==> config.mk <==
export PLATFORM = sky130hd
export DESIGN_NAME = pal_host_port
export DESIGN_NICKNAME = d
export VERILOG_FILES = /design/src/rtl/pal_pkg.sv /design/src/rtl/pal_strobe_sync.sv /design/src/rtl/pal_regfile.sv /design/src/rtl/pal_host_port.sv
export SDC_FILE = /design/constraint.sdc
export NUM_CORES = 1
export LEC_CHECK = 0
export ABC_AREA = 1
export BUFFER_PORTS_ARGS = -buffer_cell sky130_fd_sc_hd__buf_4
export CORE_AREA = 5 5 130 132
export DETAILED_ROUTE_END_ITERATION = 6
export DIE_AREA = 0 0 135 137
export MAX_ROUTING_LAYER = met4
export PLACE_DENSITY = 0.8
export SYNTH_ARGS = -nofsm -noshare
export SYNTH_HDL_FRONTEND = slang
export SYNTH_HIERARCHICAL = 1
export SYNTH_SLANG_ARGS = --single-unit
==> constraint.sdc <==
create_clock -name clk_i -period 2.3 [get_ports clk_i]
set_input_delay 0.115 -clock clk_i [delete_from_list [all_inputs] [get_ports clk_i]]
set_output_delay 0.115 -clock clk_i [all_outputs]
set_load 0.1 [all_outputs]
==> src/rtl/pal_pkg.sv <==
package pal_pkg;
  localparam int unsigned DW  = 8;
  localparam int unsigned AW  = 4;
  localparam int unsigned PAD = 2;  // bits dropped in the narrow mode

  typedef logic [DW-1:0] word_t;

  // narrow mode: low bits shifted to the top, zero fill below
  function automatic word_t fmt_dac(word_t v, logic mode8);
    return mode8 ? v : {v[DW-PAD-1:0], {PAD{1'b0}}};
  endfunction

  // narrow mode: upper bits cleared on host readback
  function automatic word_t fmt_rd(word_t v, logic mode8);
    return mode8 ? v : {{PAD{1'b0}}, v[DW-PAD-1:0]};
  endfunction
endpackage

==> src/rtl/pal_strobe_sync.sv <==
module pal_strobe_sync #(
  parameter int unsigned W      = 2,
  parameter int unsigned STAGES = 2
) (
  input  logic         clk_i,
  input  logic         rst_ni,
  input  logic [W-1:0] async_i,
  output logic [W-1:0] sync_o,
  output logic [W-1:0] prev_o
);
  logic [W-1:0] chain [STAGES+1];

  assign chain[0] = async_i;

  for (genvar s = 1; s <= STAGES; s++) begin : g_stage
    logic [W-1:0] q;
    always_ff @(posedge clk_i or negedge rst_ni) begin
      if (!rst_ni) q <= '1;  // strobes idle high
      else         q <= chain[s-1];
    end
    assign chain[s] = q;
  end

  logic [W-1:0] prev_q;
  always_ff @(posedge clk_i or negedge rst_ni) begin
    if (!rst_ni) prev_q <= '1;
    else         prev_q <= chain[STAGES];
  end

  assign sync_o = chain[STAGES];
  assign prev_o = prev_q;
endmodule

==> src/rtl/pal_regfile.sv <==
module pal_regfile
  import pal_pkg::*;
#(
  parameter int unsigned DEPTH = 1 << AW
) (
  input  logic          clk_i,
  input  logic          rst_ni,
  input  logic          we_i,
  input  logic [AW-1:0] waddr_i,
  input  word_t         wdata_i,
  input  logic [AW-1:0] raddr_a_i,
  output word_t         rdata_a_o,
  input  logic [AW-1:0] raddr_b_i,
  output word_t         rdata_b_o
);
  word_t mem_q [DEPTH];

  always_ff @(posedge clk_i or negedge rst_ni) begin
    if (!rst_ni) begin
      for (int i = 0; i < int'(DEPTH); i++) mem_q[i] <= '0;
    end else if (we_i) begin
      mem_q[waddr_i] <= wdata_i;
    end
  end

  assign rdata_a_o = mem_q[raddr_a_i];
  assign rdata_b_o = mem_q[raddr_b_i];
endmodule

==> src/rtl/pal_host_port.sv <==
module pal_host_port
  import pal_pkg::*;
#(
  parameter int unsigned SYNC_STAGES = 2
) (
  input  logic          clk_i,
  input  logic          rst_ni,
  input  logic          rd_ni,
  input  logic          wr_ni,
  input  logic [AW-1:0] rs_i,
  input  logic [DW-1:0] data_i,
  output logic [DW-1:0] data_o,
  output logic          data_oe_o,
  input  logic          mode8_i,
  input  logic [AW-1:0] dac_idx_i,
  output logic [DW-1:0] dac_word_o
);
  localparam int unsigned RD = 0;
  localparam int unsigned WR = 1;

  logic [1:0] strb_s, strb_p;

  pal_strobe_sync #(.W(2), .STAGES(SYNC_STAGES)) u_sync (
    .clk_i  (clk_i),
    .rst_ni (rst_ni),
    .async_i({wr_ni, rd_ni}),
    .sync_o (strb_s),
    .prev_o (strb_p)
  );

  logic rd_fall, wr_fall, wr_rise;
  assign rd_fall = !strb_s[RD] &&  strb_p[RD];
  assign wr_fall = !strb_s[WR] &&  strb_p[WR];
  assign wr_rise =  strb_s[WR] && !strb_p[WR];

  // overlap of both strobes during a write pulse cancels that write
  logic clash_q;
  always_ff @(posedge clk_i or negedge rst_ni) begin
    if (!rst_ni)      clash_q <= 1'b0;
    else if (wr_fall) clash_q <= !strb_s[RD];
    else              clash_q <= clash_q | (!strb_s[WR] && !strb_s[RD]);
  end

  word_t rd_word, dac_raw;

  pal_regfile u_rf (
    .clk_i    (clk_i),
    .rst_ni   (rst_ni),
    .we_i     (wr_rise && !clash_q),
    .waddr_i  (rs_i),
    .wdata_i  (data_i),
    .raddr_a_i(rs_i),
    .rdata_a_o(rd_word),
    .raddr_b_i(dac_idx_i),
    .rdata_b_o(dac_raw)
  );

  word_t hold_q, dac_q;
  logic  oe_q;

  always_ff @(posedge clk_i or negedge rst_ni) begin
    if (!rst_ni) begin
      hold_q <= '0;
      oe_q   <= 1'b0;
    end else if (rd_fall) begin
      hold_q <= fmt_rd(rd_word, mode8_i);
      oe_q   <= 1'b1;
    end else if (strb_s[RD]) begin
      oe_q   <= 1'b0;
    end
  end

  always_ff @(posedge clk_i or negedge rst_ni) begin
    if (!rst_ni) dac_q <= '0;
    else         dac_q <= fmt_dac(dac_raw, mode8_i);
  end

  assign data_o     = hold_q;
  assign data_oe_o  = oe_q;
  assign dac_word_o = dac_q;
endmodule

==> run metrics, run 1 <==
vias in the first global route=7589; Critical Path Fanout Max=16; final setup TNS=0 ps; Site Rows=46; DRT Wirelength=between 20 and 30 mm; clk sinks=between 150 and 200; Placer Congestion=0.956; post-synthesis register bit count=between 150 and 200; Synth area leaders=dfrtp_1 44%, nand2_1 20%, nand3_1 14%; final-report hold violation count=0; VDD IR max=0.551 mV; Final period util=between 80% and 90%; DRT Pass-1 Iters=6; Finished Cell Area=approximately 9400 um2; share of Yosys cell area claimed by the top area cell type=~44%; Syn Nets=around 1200; LEAKAGE=between 4 and 5 nW; critical path capture point type=flip-flop; Synth area leader=dfrtp_1; PwrDens=813 nW/um2; Post-Syn Instances=between 1000 and 1500; Starting Density=53.7%; commonest cells after routing, fill and taps aside=442 x nand2_1, 233 x nand3_1, 156 x inv_1, 146 x dfrtp_1, 130 x o21ai_0; startpoint types=flip-flop; syn_area_per_cell=6.91 um2; largest net degree at the start of global routing=60; fillers=1451; Core Footprint=15600 um2; Cell variety after synth=23; PortBufs=37; worst skew pair latency=roughly 430 ps; clock skew=between 6 and 7 ps; Ys Warns=6; post-route ant nets=0; diode count=0; unrepaired setup endpoints after global routing=no; postcts setup bufs=0; detailed-route via count=about 8200; area grow syn2layout=12.6%; Crit Path Class=reg2reg; Starting DRT DRC Count=1481; Die H=about 140 um; status=finished, final reports clean; MaxCap Viol Count=0; CTS tree=built; Num CTS Buffers=17; fraction of layout cells with a size suffix above 1=8.26%; clk root buf=clkbuf_16; first-pass GRT wire length=around 42 mm; Sequential cell area=between 3000 and 4000 um2; commonest non-fill, non-tap cell in the layout=nand2_1; Post-Place Cell Area=about 8700 um2; WP data arrival=around 2200 ps; total track usage=a little under a third; Max Freq=between 0.5 and 0.6 GHz; die area=approximately 18000 um2; Rel. slew slack=between 50% and 60%; area of the multi-input gates=~3600 um2; critical path startpoint=u_sync/sync_o[1]$_DFF_PN1_; Worst Tran Pin Value=between 700 and 800 ps; post-synthesis sequential area ratio=45.5%; CTS clk-pin slew, worst paths=~60 ps; initial antenna violation count=0; Tmin final=between 1500 and 2000 ps; final setup violation count=0; number of remaining DRC errors=0; Synth Cell Area=approximately 8400 um2; Layout Nets=around 1200; clock buffer depth=2; H-tree depth=4; HP Class=in2reg; hpwl dp=approximately 18 mm; die width=roughly 140 um; FF-to-FF setup slack=390 ps; Hold Crit Start=rs_i[3]; Final Max Tran Viols=0; I/O pin total=38; Avg Vias per Cell=~5.7; RR Startpoint=u_sync/sync_o[1]$_DFF_PN1_; total gr overflow=0; Avg WL per Cell=approximately 18 um; Worst EP required=roughly 2600 ps
==> per-stage QoR <==
stage	util [%]	cells	hold slack (ps)	worst slack (ps)	total power [mW]
floorplan	-	1212	-181	648	4.43
global placement	56.1	1407	130	478	4.92
CTS	60.5	1451	168	397	7.66
detailed placement	56.1	1407	134	414	4.96
global route	60.5	1451	221	152	8.04
finish	60.5	1451	196	391	7.67
==> cell type report <==
cell class                      count  area share (%)
Sequential cell                   152            40.4
Multi-Input combinational cell    825            38.2
Inverter                          160            6.37
Timing Repair Buffer               66            6.14
Clock buffer                       19            4.69
Tap cell                          216            2.86
Clock inverter                     13            1.30
==> cell families (layout without fill, tap and decap cells) <==
group           count (synthesis)  count (layout)  share of synthesized area (%)
compound gates                134             134                           8.00
simple gates                  691             691                           35.0
buf+inv                       235             258                           11.5
flops                         152             152                           45.5
==> worst paths after layout <==
check | to | cells past startpoint
min reg2reg | u_sync/sync_o[0]$_DFF_PN1_ | 0
max reg2reg | u_rf/mem_q[74]$_DFFE_PN0P_ | 8
min in group asynchronous | u_rf/mem_q[38]$_DFFE_PN0P_ | 2
max in group asynchronous | u_sync/prev_o[0]$_DFF_PN1_ | 3
max | u_rf/mem_q[74]$_DFFE_PN0P_ | 8
min | u_rf/mem_q[84]$_DFFE_PN0P_ | 4
==> critical path, cell delays in order, from the launching register on <==
cell     delay, ps
dfstp_2        520
inv_1           60
nor3_1         150
buf_4          190
inv_1           70
nor3_4         160
nand2_1        340
nand2_1        160
o21ai_0        100
==> repair_timing <==
action	CTS	global route
hold buffers	12	0
gates resized for setup	0	0
hold endpoints to repair	91	0
==> power breakdown <==
| part | leakage, nW | total [mW] | internal, mW | switching [mW] |
|---|---|---|---|---|
| clock | 0.266 | 2.68 | 1.52 | 1.16 |
| combinational | 2.63 | 1.76 | 0.499 | 1.26 |
| sequential | 1.93 | 3.23 | 3.04 | 0.184 |
==> state kept, by name, indices dropped and copies added (netlist names) <==
| name | count |
|---|---|
| u_rf/mem_q | 128 |
| dac_word_o | 8 |
| data_o | 8 |
| u_sync/g_stage.q | 2 |
| u_sync/prev_o | 2 |
| u_sync/sync_o | 2 |
| clash_q | 1 |
| data_oe_o | 1 |
==> synthesized netlist by cell type <==
cell / count
nand2_1: 442
nand3_1: 233
inv_1: 156
dfrtp_1: 146
o21ai_0: 130
clkbuf_1: 35
buf_2: 29
dfstp_2: 6
nor2_1: 6
buf_6: 5
buf_1: 4
inv_2: 4
a21oi_1: 2
nand3_2: 2
nor2_2: 2
nor3_4: 2
o21ai_1: 2
and3_1: 1
buf_4: 1
clkbuf_2: 1
nand2_2: 1
nand4_1: 1
nor3_1: 1
==> routing by layer <==
| layer | part of all wire [%] | GRT usage [%] |
|---|---|---|
| met1 | 42 | 44.1 |
| met2 | 41 | 41.5 |
| met3 | 11 | 5.88 |
| met4 | 5.1 | 15.6 |
| met5 | 0 | - |
Note: power is estimated with default switching activity, not from simulation.
==> run 2, diff against run 1 <==
--- a/config.mk
+++ b/config.mk
@@ -11,7 +11,7 @@
 export DETAILED_ROUTE_END_ITERATION = 6
 export DIE_AREA = 0 0 135 137
 export MAX_ROUTING_LAYER = met4
-export PLACE_DENSITY = 0.8
+export PLACE_DENSITY = 0.83
 export SYNTH_ARGS = -nofsm -noshare
 export SYNTH_HDL_FRONTEND = slang
 export SYNTH_HIERARCHICAL = 1
==> constraint.sdc (replaced) <==
create_clock -name clk_i -period 1.7 [get_ports clk_i]
set_input_delay 0.085 -clock clk_i [delete_from_list [all_inputs] [get_ports clk_i]]
set_output_delay 0.085 -clock clk_i [all_outputs]
set_load 0.1 [all_outputs]
==> run metrics, run 2 (synthesis results as in run 1) <==
total track usage=30.5% (-0.25 points); Layout Nets=1275 (+2.6%); fin util=63.5% (+3.0 points); commonest cells after routing, fill and taps aside=425 x nand2_1, 233 x nand3_1, 154 x inv_1, 146 x dfrtp_1, 99 x o21ai_0; Placed Cells=1432 (+1.8%); Core Footprint=15600 um2 (unchanged); CTS tree=built; critical path capture point type=flip-flop; worst r2r dst=u_rf/mem_q[81]$_DFFE_PN0P_; Worst Tran Pin Value=723 ps (+0.463 ps); DRT Wirelength=26.5 mm (+0.65%); final-report hold violation count=0 (unchanged); Worst EP required=2050 ps (-530 ps); Layout Cells excl Fill=1483 (+2.2%); first-pass GRT wire length=42.2 mm (-0.12%); Clk pwr share=33.0% (-1.9 points); Final period util=101% (+18 points); Num CTS Buffers=17 (unchanged); FF-to-FF setup slack=-10 ps (-400 ps); Biggest register=u_rf/mem_q; Largest register FFs=128 (unchanged); H-tree depth=4 (unchanged); CTS clk-pin slew, worst paths=60 ps (about the same); final setup TNS=-14.3 ps (-14.3 ps); area grow syn2layout=18.2%; MaxCap Viol Count=0 (unchanged); Site Rows=46 (unchanged); Die H=137 um (unchanged); clock buffer depth=2 (unchanged); I/O pin total=38 (unchanged); unrepaired setup endpoints after global routing=yes; hpwl dp=17.5 mm (-0.37%); clk root buf=clkbuf_16; R2R cell count=9 (+1); switching share of power=34.1% (+0.16 points); fillers=1339 (-7.7%); detailed-route via count=8414 (+2.1%); clk sinks=152 (unchanged); worst skew pair latency=430 ps (about the same); Avg WL per Cell=17.9 um (-1.5%); total gr overflow=0 (unchanged); final setup violation count=2 (+2); Tmin final=1710 ps (-195 ps); Starting Density=53.7% (unchanged); failing checks=negative setup slack; HP Class=in2async; die width=135 um (unchanged); Critical Path Fanout Max=16 (unchanged); VDD IR max=0.767 mV (+39%); RR Startpoint=u_sync/sync_o[1]$_DFF_PN1_; DRT Pass-1 Iters=6 (unchanged); Seq pwr share=42.7% (+0.6 points); status=complete, but fails checks; number of remaining DRC errors=0 (unchanged); die area=18500 um2 (unchanged); Internal Pwr Total=6.76 mW (+33%); fraction of layout cells with a size suffix above 1=12.7% (+4.4 points); clock skew=8.40 ps (+1.43 ps); PwrDens=1040 nW/um2 (+27%); largest net degree at the start of global routing=70 (+17%); Setup WS post-layout=-13.7 ps (-405 ps); LEAKAGE=5.04 nW (+4.4%); PortBufs=37 (unchanged); Placer Congestion=0.975 (+2.0%); diode count=0 (unchanged); initial antenna violation count=0 (unchanged); Final Power=10.3 mW (+34%); startpoint types=flip-flop; Rel. slew slack=51.8% (about the same); Avg Vias per Cell=5.67 (-0.10%); Final Max Tran Viols=0 (unchanged); Logic pwr share=24.3% (+1.3 points); commonest non-fill, non-tap cell in the layout=nand2_1; vias in the first global route=7769 (+2.4%); P_sw=3.50 mW (+34%); post-route ant nets=0 (unchanged); WP data arrival=2060 ps (-130 ps); Crit Path Class=reg2reg; Max Freq=0.584 GHz (+11%); Starting DRT DRC Count=1291 (-13%)
==> run 2: changes by cell type in the layout (fill, tap and decap cells not counted), moves of 3 or more <==
cell      before  now
o21ai_1        2   26
buf_12         4   14
nand2_2        1   16
clkinv_2       2    5
o21ai_2        0    7
o21ai_0      130   99
buf_6          1    5
nand2_1      442  425
buf_4         49   64
==> run 2: worst max-delay path by stage <==
stage | startpoint | to | slack [ps]
after CTS | u_sync/sync_o[1]$_DFF_PN1_ | u_rf/mem_q[78]$_DFFE_PN0P_ | -4
final | u_sync/sync_o[1]$_DFF_PN1_ | u_rf/mem_q[81]$_DFFE_PN0P_ | -10
after global routing | u_sync/sync_o[1]$_DFF_PN1_ | u_rf/mem_q[81]$_DFFE_PN0P_ | -90
after floorplan | u_sync/sync_o[1]$_DFF_PN1_ | u_rf/mem_q[107]$_DFFE_PN0P_ | 50
after global placement | u_sync/sync_o[1]$_DFF_PN1_ | u_rf/mem_q[105]$_DFFE_PN0P_ | 40
after detailed placement | u_sync/sync_o[1]$_DFF_PN1_ | u_rf/mem_q[106]$_DFFE_PN0P_ | -20
==> run 2: cell type report <==
type	instances	area (um2)	share of cell area, %
clock inverters	12	80.1	0.808
repair buffers	98	992	10.0
inverters	160	601	6.06
well taps	216	270	2.73
flip-flops and latches	152	3810	38.5
multi-input cells	825	3710	37.4
clock buffers	20	447	4.51
==> run 2: critical path: stages (launching register included) <==
cell and delay, ps:
dfstp_2 540, inv_2 50, nor3_2 90, buf_4 150
buf_4 140, nand3_4 110, nor3_4 220, buf_12 170
nand2_1 70, o21ai_0 80
==> run 2: through the flow <==
step	area, um2	hold WS [ps]	setup WS [ps]
after floorplan	8380	-211	48.4
after global placement	9060	45.4	38.0
after detailed placement	9060	54.9	-16.8
after CTS	9770	132	-4.23
after global routing	9910	178	-92.7
final	9910	158	-13.7
==> run 2: power by group through the flow <==
stage	Sequential (mW)	Combinational [mW]	Clock [mW]
6_report	4.38	2.49	3.39
5_1_grt	4.43	2.75	3.60
4_1_cts	4.36	2.39	3.42
3_5_place_dp	4.42	2.34	0
3_3_place_gp	4.40	2.28	0
2_1_floorplan	4.72	1.28	0
==> run 2: what timing repair did <==
| action | 4_1_cts | 5_1_grt |
|---|---|---|
| gates resized for setup | 14 | 59 |
| gates cloned | 2 | 1 |
| hold buffers | 12 | 0 |
| endpoints found under the setup margin | 33 | 88 |
| pin swaps | 2 | 5 |
| buffers inserted | 2 | 2 |
| hold endpoints to repair | 159 | 0 |
==> run 2: metal layers <==
layer,routed length (um),up-vias,GRT usage [%]
met5,0,-,-
met4,963,0,12.2
met3,2860,77,6.80
met2,12100,522,45.9
met1,10600,3930,40.4
li1,-,3885,-
==> run 3, diff against run 2 <==
--- a/config.mk
+++ b/config.mk
@@ -7,9 +7,9 @@
 export LEC_CHECK = 0
 export ABC_AREA = 1
 export BUFFER_PORTS_ARGS = -buffer_cell sky130_fd_sc_hd__buf_4
-export CORE_AREA = 5 5 130 132
+export CORE_AREA = 5 5 166 104
 export DETAILED_ROUTE_END_ITERATION = 6
-export DIE_AREA = 0 0 135 137
+export DIE_AREA = 0 0 171 109
 export MAX_ROUTING_LAYER = met4
 export PLACE_DENSITY = 0.83
 export SYNTH_ARGS = -nofsm -noshare
==> run metrics, run 3 (synthesis results as in run 1) <==
largest net degree at the start of global routing=65 (-7.1%); critical path capture point type=flip-flop; commonest non-fill, non-tap cell in the layout=nand2_1; Placed Cells=1429 (-0.21%); die width=171 um (+27%); DRT Wirelength=28.6 mm (+7.9%); Finished Cell Area=9900 um2 (about the same); Critical Path Fanout Max=8 (-8); Starting Density=53.3% (-0.42 points); first-pass GRT wire length=43.7 mm (+3.6%); Biggest register=u_rf/mem_q; final-report hold violation count=0 (unchanged); HP Class=in2async; Final period util=98.9% (-1.9 points); final setup violation count=0 (-2); Worst EP required=2000 ps (-50 ps); Layout Cells excl Fill=1475 (-0.54%); Core Footprint=15700 um2 (+0.79%); initial antenna violation count=0 (unchanged); Crit Path Class=reg2reg; commonest cells after routing, fill and taps aside=435 x nand2_1, 233 x nand3_1, 154 x inv_1, 146 x dfrtp_1, 104 x o21ai_0; H-tree depth=4 (unchanged); diode count=0 (unchanged); I/O pin total=38 (unchanged); RR Startpoint=u_sync/sync_o[1]$_DFF_PN1_; worst hold slack=170 ps (+12.1 ps); Placer Congestion=1.08 (+10%); PwrDens=1110 nW/um2 (+7.5%); FF-to-FF setup slack=20 ps (+30 ps); clk sinks=152 (unchanged); PortBufs=37 (unchanged); Max Freq=0.595 GHz (+2.0%); fin util=63.0% (-0.52 points); clk root buf=clkbuf_16; DRT Pass-1 Iters=6 (unchanged); Largest register FFs=128 (unchanged); die area=18600 um2 (+0.78%); Worst Tran Pin Value=694 ps (-28.1 ps); area grow syn2layout=18.2% (about the same); unrepaired setup endpoints after global routing=yes; Die H=109 um (-20%); detailed-route via count=8638 (+2.7%); post-route ant nets=0 (unchanged); worst skew pair latency=430 ps (about the same); Critical Path End=u_rf/mem_q[10]$_DFFE_PN0P_; worst r2r dst=u_rf/mem_q[10]$_DFFE_PN0P_; number of remaining DRC errors=0 (unchanged); critical path startpoint=u_sync/sync_o[1]$_DFF_PN1_; total track usage=32.0% (+1.5 points); total gr overflow=0 (unchanged); Tmin final=1680 ps (-33.1 ps); Starting DRT DRC Count=1708 (+32%); Post-Place Cell Area=9070 um2 (about the same); CTS clk-pin slew, worst paths=60 ps (about the same); Layout Nets=1275 (unchanged); Rel. slew slack=53.6% (+1.9 points); Avg Vias per Cell=5.86 (+3.2%); R2R cell count=9 (unchanged); status=finished, final reports clean; clock buffer depth=2 (unchanged); CTS tree=built; Site Rows=36 (-22%); Avg WL per Cell=19.4 um (+8.5%); clock skew=10.8 ps (+2.43 ps); WP data arrival=1980 ps (-80 ps); Final Max Tran Viols=0 (unchanged); fraction of layout cells with a size suffix above 1=11.5% (-1.3 points); MaxCap Viol Count=0 (unchanged); LEAKAGE=5.07 nW (+0.58%); hpwl dp=19.4 mm (+11%); startpoint types=flip-flop; VDD IR max=0.649 mV (-15%); Num CTS Buffers=17 (unchanged); vias in the first global route=7717 (-0.67%)
[run 3: changes by cell type in the layout (fill, tap and decap cells not counted), moves of 3 or more]
cell	before	now
bufinv_16	0	4
clkinv_2	5	2
clkinvlp_4	5	1
inv_6	0	3
nand2_1	425	435
nand2_2	16	8
o21ai_0	99	104
o21ai_2	7	0
[run 3: what timing repair did]
item | CTS | global route
hold buffers | 12 | 0
buffers inserted | 0 | 2
resized for setup | 2 | 43
cloned | 0 | 1
setup endpoints to repair | 11 | 60
pin swaps | 0 | 3
endpoints found under the hold margin | 78 | 0
[run 3: worst min path at each step]
| stage | from | end | slack, ps | cells past startpoint |
|---|---|---|---|---|
| after floorplan | rst_ni | clash_q$_DFF_PN0_ | -210 | 0 |
| after global placement | rst_ni | u_rf/mem_q[22]$_DFFE_PN0P_ | 60 | 1 |
| after detailed placement | rst_ni | u_rf/mem_q[21]$_DFFE_PN0P_ | 70 | 1 |
| after CTS | rst_ni | u_rf/mem_q[21]$_DFFE_PN0P_ | 190 | 2 |
| after global routing | rst_ni | u_rf/mem_q[22]$_DFFE_PN0P_ | 210 | 2 |
| final | rst_ni | u_rf/mem_q[21]$_DFFE_PN0P_ | 170 | 2 |
[run 3: critical path: stages, from the launching register on]
cell and delay (ps):
dfstp_2 530, inv_2 50, nor3_2 100, buf_4 160
inv_2 50, nor3_4 230, nand2_2 120, buf_2 180
nand2_1 60, o21ai_0 70
[run 3: layer usage]
layer | vias up | GRT usage (%) | wire, um
met1 | 3949 | 47.6 | 11900
met3 | 74 | 11.6 | 5040
met5 | - | - | 0
met2 | 723 | 40.1 | 10900
met4 | 0 | 9.67 | 745
li1 | 3892 | - | -
[run 3: through the flow]
stage | TNS (ps) | setup slack [ps] | total power, mW
CTS | 0 | 5.59 | 11.0
detailed placement | -64.8 | -21.9 | 6.83
global placement | 0 | 1.12 | 6.74
floorplan | 0 | 48.4 | 5.99
global route | -879 | -56.3 | 11.5
finish | 0 | 19.4 | 11.0
[run 3: final cells by class]
type | count | area, um2
clock buffers | 18 | 439
clock inverters | 13 | 193
fillers | 1357 | 5820
inverters | 160 | 601
multi-input cells | 825 | 3650
flip-flops and latches | 152 | 3810
well taps | 209 | 262
repair buffers | 98 | 952
[run 3: report_power, final]
group / leakage, nW / internal (mW) / switching, mW / total (mW)
Clock: 0.309 / 2.51 / 1.58 / 4.09
Combinational: 2.83 / 0.734 / 1.82 / 2.55
Sequential: 1.93 / 4.12 / 0.262 / 4.38
